### config.mk
export PLATFORM = sky130hd
export DESIGN_NAME = aclk_ctrl_seq
export DESIGN_NICKNAME = d
export VERILOG_FILES = /design/src/rtl/aclk_pkg.sv /design/src/rtl/aclk_rst_seq.sv /design/src/rtl/aclk_sync.sv /design/src/rtl/aclk_sel.sv /design/src/rtl/aclk_settle.sv /design/src/rtl/aclk_ctrl_seq.sv
export SDC_FILE = /design/constraint.sdc
export NUM_CORES = 1
export LEC_CHECK = 0
export BUFFER_PORTS_ARGS = -buffer_cell sky130_fd_sc_hd__buf_2
export CORE_ASPECT_RATIO = 0.75
export CORE_MARGIN = 1.5
export CORE_UTILIZATION = 55
export CTS_CLUSTER_DIAMETER = 50
export DETAILED_ROUTE_END_ITERATION = 10
export GPL_TIMING_DRIVEN = 0
export PLACE_DENSITY_LB_ADDON = 0.2
export RECOVER_POWER = 100
export SLEW_MARGIN = 20
export SYNTH_ARGS = -nofsm -noshare
export SYNTH_HDL_FRONTEND = slang
export SYNTH_HIERARCHICAL = 1
export SYNTH_SLANG_ARGS = --single-unit
### constraint.sdc
create_clock -name clk -period 3.65 [get_ports clk]
set_input_delay 0.365 -clock clk [delete_from_list [all_inputs] [get_ports clk]]
set_output_delay 0.365 -clock clk [all_outputs]
set_load 0.02 [all_outputs]
### src/rtl/aclk_pkg.sv
package aclk_pkg;
  localparam int NUM_OUT = 4;
  localparam int GRP_W   = 2;
  localparam int RAT_W   = 2;

  typedef enum logic [GRP_W-1:0] {
    GRP_48K  = 2'b00,
    GRP_44K1 = 2'b01,
    GRP_32K  = 2'b10,
    GRP_RSVD = 2'b11
  } grp_e;

  typedef enum logic [RAT_W-1:0] {
    RAT_256   = 2'd0,
    RAT_384   = 2'd1,
    RAT_768   = 2'd2,
    RAT_FIXED = 2'd3
  } ratio_e;

  // Bit layout: [6:3] enables, [2] double rate, [1:0] group
  typedef struct packed {
    logic [NUM_OUT-1:0] en;
    logic               dbl;
    grp_e               grp;
  } setting_t;

  localparam int SET_W = $bits(setting_t);
  localparam setting_t SET_DEFAULT = '{en: {NUM_OUT{1'b1}}, dbl: 1'b0, grp: GRP_48K};
endpackage

### src/rtl/aclk_rst_seq.sv
module aclk_rst_seq #(
  parameter int INIT_CYCLES = 1024
) (
  input  logic clk,
  input  logic rst,
  input  logic ext_rst_n,
  output logic busy
);
  localparam int CW = $clog2(INIT_CYCLES + 1);

  logic [CW-1:0] cnt;

  always_ff @(posedge clk) begin
    if (rst || !ext_rst_n) begin
      cnt  <= '0;
      busy <= 1'b1;
    end else if (busy) begin
      if (cnt == CW'(INIT_CYCLES - 1)) begin
        busy <= 1'b0;
      end else begin
        cnt <= cnt + 1'b1;
      end
    end
  end
endmodule

### src/rtl/aclk_sync.sv
module aclk_sync #(
  parameter int W      = 4,
  parameter int STAGES = 2
) (
  input  logic         clk,
  input  logic         rst,
  input  logic [W-1:0] d,
  output logic [W-1:0] q
);
  logic [W-1:0] stg [STAGES];

  always_ff @(posedge clk) begin
    if (rst) stg[0] <= '0;
    else     stg[0] <= d;
  end

  for (genvar i = 1; i < STAGES; i++) begin : g_stage
    always_ff @(posedge clk) begin
      if (rst) stg[i] <= '0;
      else     stg[i] <= stg[i-1];
    end
  end

  assign q = stg[STAGES-1];
endmodule

### src/rtl/aclk_sel.sv
module aclk_sel
  import aclk_pkg::*;
#(
  parameter int MIN_GAP_CYCLES = 540
) (
  input  logic             clk,
  input  logic             hold,
  input  logic             hw,
  input  logic [GRP_W-1:0] pin_grp,
  input  logic             pin_dbl,
  input  logic             wr_en,
  input  logic [SET_W-1:0] wr_data,
  output setting_t         cur,
  output logic             chg,
  output logic             viol
);
  localparam int GW = $clog2(MIN_GAP_CYCLES + 1);

  setting_t         sw_q, cand, nxt;
  logic [GW-1:0]    gap_cnt;
  logic [GRP_W-1:0] prev_grp;
  logic             pin_move;

  always_comb begin
    if (hw) cand = '{en: {NUM_OUT{1'b1}}, dbl: pin_dbl, grp: grp_e'(pin_grp)};
    else    cand = sw_q;
    nxt = cand;
    if (cand.grp == GRP_RSVD) nxt.grp = cur.grp;
  end

  assign chg      = !hold && (nxt != cur);
  assign pin_move = hw && (pin_grp != prev_grp);

  always_ff @(posedge clk) begin
    if (hold) begin
      sw_q <= SET_DEFAULT;
      cur  <= SET_DEFAULT;
    end else begin
      if (wr_en) sw_q <= setting_t'(wr_data);
      cur <= nxt;
    end
  end

  always_ff @(posedge clk) begin
    prev_grp <= pin_grp;
    if (hold) begin
      gap_cnt <= GW'(MIN_GAP_CYCLES);
      viol    <= 1'b0;
    end else if (pin_move) begin
      gap_cnt <= '0;
      if (gap_cnt < GW'(MIN_GAP_CYCLES)) viol <= 1'b1;
    end else if (gap_cnt < GW'(MIN_GAP_CYCLES)) begin
      gap_cnt <= gap_cnt + 1'b1;
    end
  end
endmodule

### src/rtl/aclk_settle.sv
module aclk_settle #(
  parameter int SETTLE_CYCLES = 540000
) (
  input  logic clk,
  input  logic restart,
  output logic settled
);
  localparam int CW = $clog2(SETTLE_CYCLES + 1);

  logic [CW-1:0] cnt;

  always_ff @(posedge clk) begin
    if (restart) begin
      cnt     <= '0;
      settled <= 1'b0;
    end else if (!settled) begin
      if (cnt == CW'(SETTLE_CYCLES - 1)) settled <= 1'b1;
      else                               cnt     <= cnt + 1'b1;
    end
  end
endmodule

### src/rtl/aclk_ctrl_seq.sv
module aclk_ctrl_seq
  import aclk_pkg::*;
#(
  parameter int INIT_CYCLES    = 1024,
  parameter int SETTLE_CYCLES  = 540000,
  parameter int MIN_GAP_CYCLES = 540,
  parameter int SYNC_STAGES    = 2
) (
  input  logic                     clk,
  input  logic                     rst,
  input  logic                     ext_rst_n,
  input  logic                     hw_mode,
  input  logic [GRP_W-1:0]         grp_pins,
  input  logic                     rate_pin,
  input  logic                     wr_en,
  input  logic [SET_W-1:0]         wr_data,
  output logic                     init_busy,
  output logic [GRP_W-1:0]         grp_sel,
  output logic                     dbl_rate,
  output logic [NUM_OUT-1:0]       out_en,
  output logic [NUM_OUT*RAT_W-1:0] ratio_code,
  output logic                     settled,
  output logic                     gap_viol
);
  localparam int PIN_W = GRP_W + 2;

  logic             hold, chg;
  logic [PIN_W-1:0] pin_s;
  setting_t         cur;

  aclk_rst_seq #(.INIT_CYCLES(INIT_CYCLES)) u_rst (
    .clk(clk), .rst(rst), .ext_rst_n(ext_rst_n), .busy(init_busy)
  );

  assign hold = rst || !ext_rst_n || init_busy;

  aclk_sync #(.W(PIN_W), .STAGES(SYNC_STAGES)) u_sync (
    .clk(clk), .rst(rst), .d({hw_mode, rate_pin, grp_pins}), .q(pin_s)
  );

  aclk_sel #(.MIN_GAP_CYCLES(MIN_GAP_CYCLES)) u_sel (
    .clk(clk), .hold(hold), .hw(pin_s[PIN_W-1]), .pin_grp(pin_s[GRP_W-1:0]),
    .pin_dbl(pin_s[GRP_W]), .wr_en(wr_en), .wr_data(wr_data),
    .cur(cur), .chg(chg), .viol(gap_viol)
  );

  aclk_settle #(.SETTLE_CYCLES(SETTLE_CYCLES)) u_settle (
    .clk(clk), .restart(hold || chg), .settled(settled)
  );

  assign grp_sel  = cur.grp;
  assign dbl_rate = cur.dbl;
  assign out_en   = cur.en;

  for (genvar i = 0; i < NUM_OUT; i++) begin : g_ratio
    if (i == 0) begin : g_fixed
      assign ratio_code[i*RAT_W +: RAT_W] = RAT_FIXED;
    end else if (i == 1) begin : g_256
      assign ratio_code[i*RAT_W +: RAT_W] = RAT_256;
    end else if (i == 2) begin : g_384
      assign ratio_code[i*RAT_W +: RAT_W] = RAT_384;
    end else begin : g_var
      assign ratio_code[i*RAT_W +: RAT_W] = cur.dbl ? RAT_384 : RAT_768;
    end
  end
endmodule

==> flow_metrics.tcl <==
set metrics [dict create \
    status "complete, no violations" \
    finish.net_count 395 \
    p_per_area_mw_per_mm2 385 \
    htree_num_levels 3 \
    min-delay-start "rate_pin" \
    cts.sinks 68 \
    drt_wl_total_mm 5.85 \
    total_power_uw 1320 \
    numPortBuffers 25 \
    hold_viol_final 0 \
    gp_congestion 0.871 \
    grt_max_degree 13 \
    tritoncts "yes" \
    leakagePower_uw 0.00119 \
    clk_pin_slew_ps 70 \
    grt_pass1_vias 2150 \
    end_kind "register" \
    max_freq_ghz 0.370 \
    post_cts_buffers 0 \
    antenna_left 0 \
    io_pins 33 \
    via_count 2478 \
    ys.flop_type "dfxtp_1" \
    synth.avg_cell_area_um2 9.16 \
    area_growth_pct 11.4 \
    synth_edf_count 0 \
    drive_gt1_share_pct 11.5 \
    die_h_um 67.9 \
    regToRegEndpoint "u_settle/cnt[19]$_SDFFE_PP0P_" \
    crit_path_start_kind "register" \
    first_iter_violations 144 \
    die_w_um 89.5 \
    cts-resized-gates 0 \
    netlist_area_mm2 0.00309 \
    hold_path_end "u_sync/stg[0][2]$_SDFF_PP0_" \
    cts_root_buf "clkbuf_8" \
    coreArea_mm2 0.00538 \
    overflow 0 \
    cap_violations 0 \
    r2r_cells 8 \
    rows 23 \
    grt_pass1_wl_mm 9.71 \
    rsz0062_at_grt "false" \
    yosysTopAreaCell "dfxtp_1" \
    avgViaCountPerCell 5.43 \
    dr.pass1.iters 4 \
    dp_hpwl_mm 4.16 \
    yosysWarnings 6 \
    tns_ps 0 \
    synthTopCellsByArea "dfxtp_1 (44%), nor2_1 (4.6%), xnor2_1 (4.3%)" \
    antenna_cells 0 \
    min_period_over_period_pct 74.0 \
    syn_inst 337 \
    peakVddDrop_mv 0.240 \
    numCtsBuffers 9 \
    nFillCells 485 \
    wl_per_cell_um 12.8 \
    setup_viol 0 \
    hp-class "primary input to register" \
    min_delay_path_depth 2 \
    fin_crit_ps 2700 \
    cp_max_fo 10 \
    synth_top_area_share_pct 44.1 \
    async_flop_share_pct 0 \
    antenna_found_initial 0 \
    drc 0 \
    ys_types 67 \
    critPathKind "register to register" \
    worst_slew_pin_slew_ps 711 \
    synth_common_cells "dfxtp_1 (68), nor2_1 (38), nand2_1 (25), a21oi_1 (15), xnor2_1 (15)" \
    holdBufCountCts 0 \
    slew-limit-headroom_pct 52.2 \
    worstPathRequired_ps 3910 \
    critPathArrivalTime_ps 2960 \
    yosys_register_bits 68 \
    cp-startpoint "u_sync/stg[1][3]$_SDFF_PP0_" \
    drv_slew 0 \
    synth.yosys.seq_area_share_pct 44.1 \
    grtUsageTotal_pct 20.8 \
    r2r_setup_slack_ps 950 \
    synth.most_common_cell "dfxtp_1" \
    initial_utilization_pct 57.4 \
    cts_buffer_depth 2 \
    clk-insertion-delay-late_ps 330 \
    die_area_mm2 0.00608 \
    fin_skew_ps 6.51 \
    reg2reg_from "u_sync/stg[1][3]$_SDFF_PP0_" \
]
==> final cells by class <==
type                    count  area (um^2)  area share (%)
inverters                   7         26.3           0.764
multi-input cells         249         1590            46.2
clock inverters             1         7.51           0.218
clock buffers              14          163            4.73
well taps                  75         93.8            2.73
repair buffers             25          109            3.16
plain buffers              17         90.1            2.62
flip-flops and latches     68         1360            39.6
==> worst max-delay path, stage by stage (launching register included) <==
cell and delay, ps:
dfxtp_1 300, clkbuf_1 290, clkbuf_1 360, a41oi_1 80
a2111oi_0 380, a31oi_1 170, or4b_1 590, clkbuf_1 280
a21oi_1 180
==> logic make-up (layout without fill, tap and decap cells) <==
kind of cell,Yosys count,count (layout),synth area share (%)
AO/OA/AOI/OAI,58,58,13.7
adder cells (fa/ha/maj),3,3,1.22
buffers and inverters,24,64,3.77
XOR/XNOR,22,22,6.24
flip-flops,68,68,44.1
other,2,6,0.243
AND/OR/NAND/NOR,149,149,27.1
multiplexers,11,11,3.57
==> layer usage <==
metal | global-route usage, % | share of wire [%] | up-vias
met5 | 0 | 0 | -
met4 | 6.35 | 0.82 | 0
met3 | 7.12 | 4.9 | 8
met2 | 31.5 | 43 | 58
met1 | 28.2 | 52 | 1146
li1 | - | - | 1266
==> sequential cells by signal (all words and copies together), names as in the netlist <==
name	flops
u_rst/busy	1
u_rst/cnt	11
u_sel/cur	7
u_sel/gap_cnt	10
u_sel/prev_grp	2
u_sel/sw_q	7
u_sel/viol	1
u_settle/cnt	20
u_settle/settled	1
u_sync/stg	8
==> worst max path at each step <==
stage                                          endpoint  slack [ps]
final                     u_settle/cnt[19]$_SDFFE_PP0P_         950
after global routing      u_settle/cnt[19]$_SDFFE_PP0P_         690
after CTS                  u_settle/cnt[7]$_SDFFE_PP0P_         960
after detailed placement  u_settle/cnt[17]$_SDFFE_PP0P_         980
after global placement     u_settle/cnt[5]$_SDFFE_PP0P_         990
after floorplan           u_settle/cnt[13]$_SDFFE_PP0P_        1410
==> report_power, final <==
group | internal, uW | switching (uW) | leakage (uW) | total (uW)
Sequential | 748 | 3.24 | 0.000550 | 751
Combinational | 19.5 | 21.0 | 0.000553 | 40.5
Clock | 281 | 251 | 0.0000828 | 532
Total | 1050 | 275 | 0.00119 | 1320
==> layout by cell type, fill, tap and decap left out, types with 3 or more instances in the layout <==
cell	netlist	layout
o31ai_1	3	4
nand2b_1	10	10
nand2_1	25	25
nor2b_1	9	9
clkbuf_8	0	11
xnor2_1	15	15
nand4_1	6	7
nor4b_1	3	3
buf_4	7	7
clkbuf_1	10	26
nand3_1	12	12
nor2_1	38	38
o21ai_0	8	10
o41ai_1	4	4
ha_1	3	3
xor2_1	7	7
and3_1	3	3
or3_1	7	7
inv_1	6	6
a21oi_1	15	15
mux2i_1	11	11
or4_1	3	4
nor3_1	9	10
buf_2	0	12
conb_1	2	6
dfxtp_1	68	68
==> metrics by stage <==
stage	area (um^2)	utilization (%)	setup WS (ps)	std cells	hold slack, ps
after floorplan	3100	-	1410	341	375
after global routing	3440	63.9	692	456	240
after detailed placement	3320	61.7	976	441	394
after CTS	3490	64.9	958	456	229
after global placement	3320	61.7	990	441	392
final	3440	63.9	950	456	247
(Power assumes the default switching activity.)
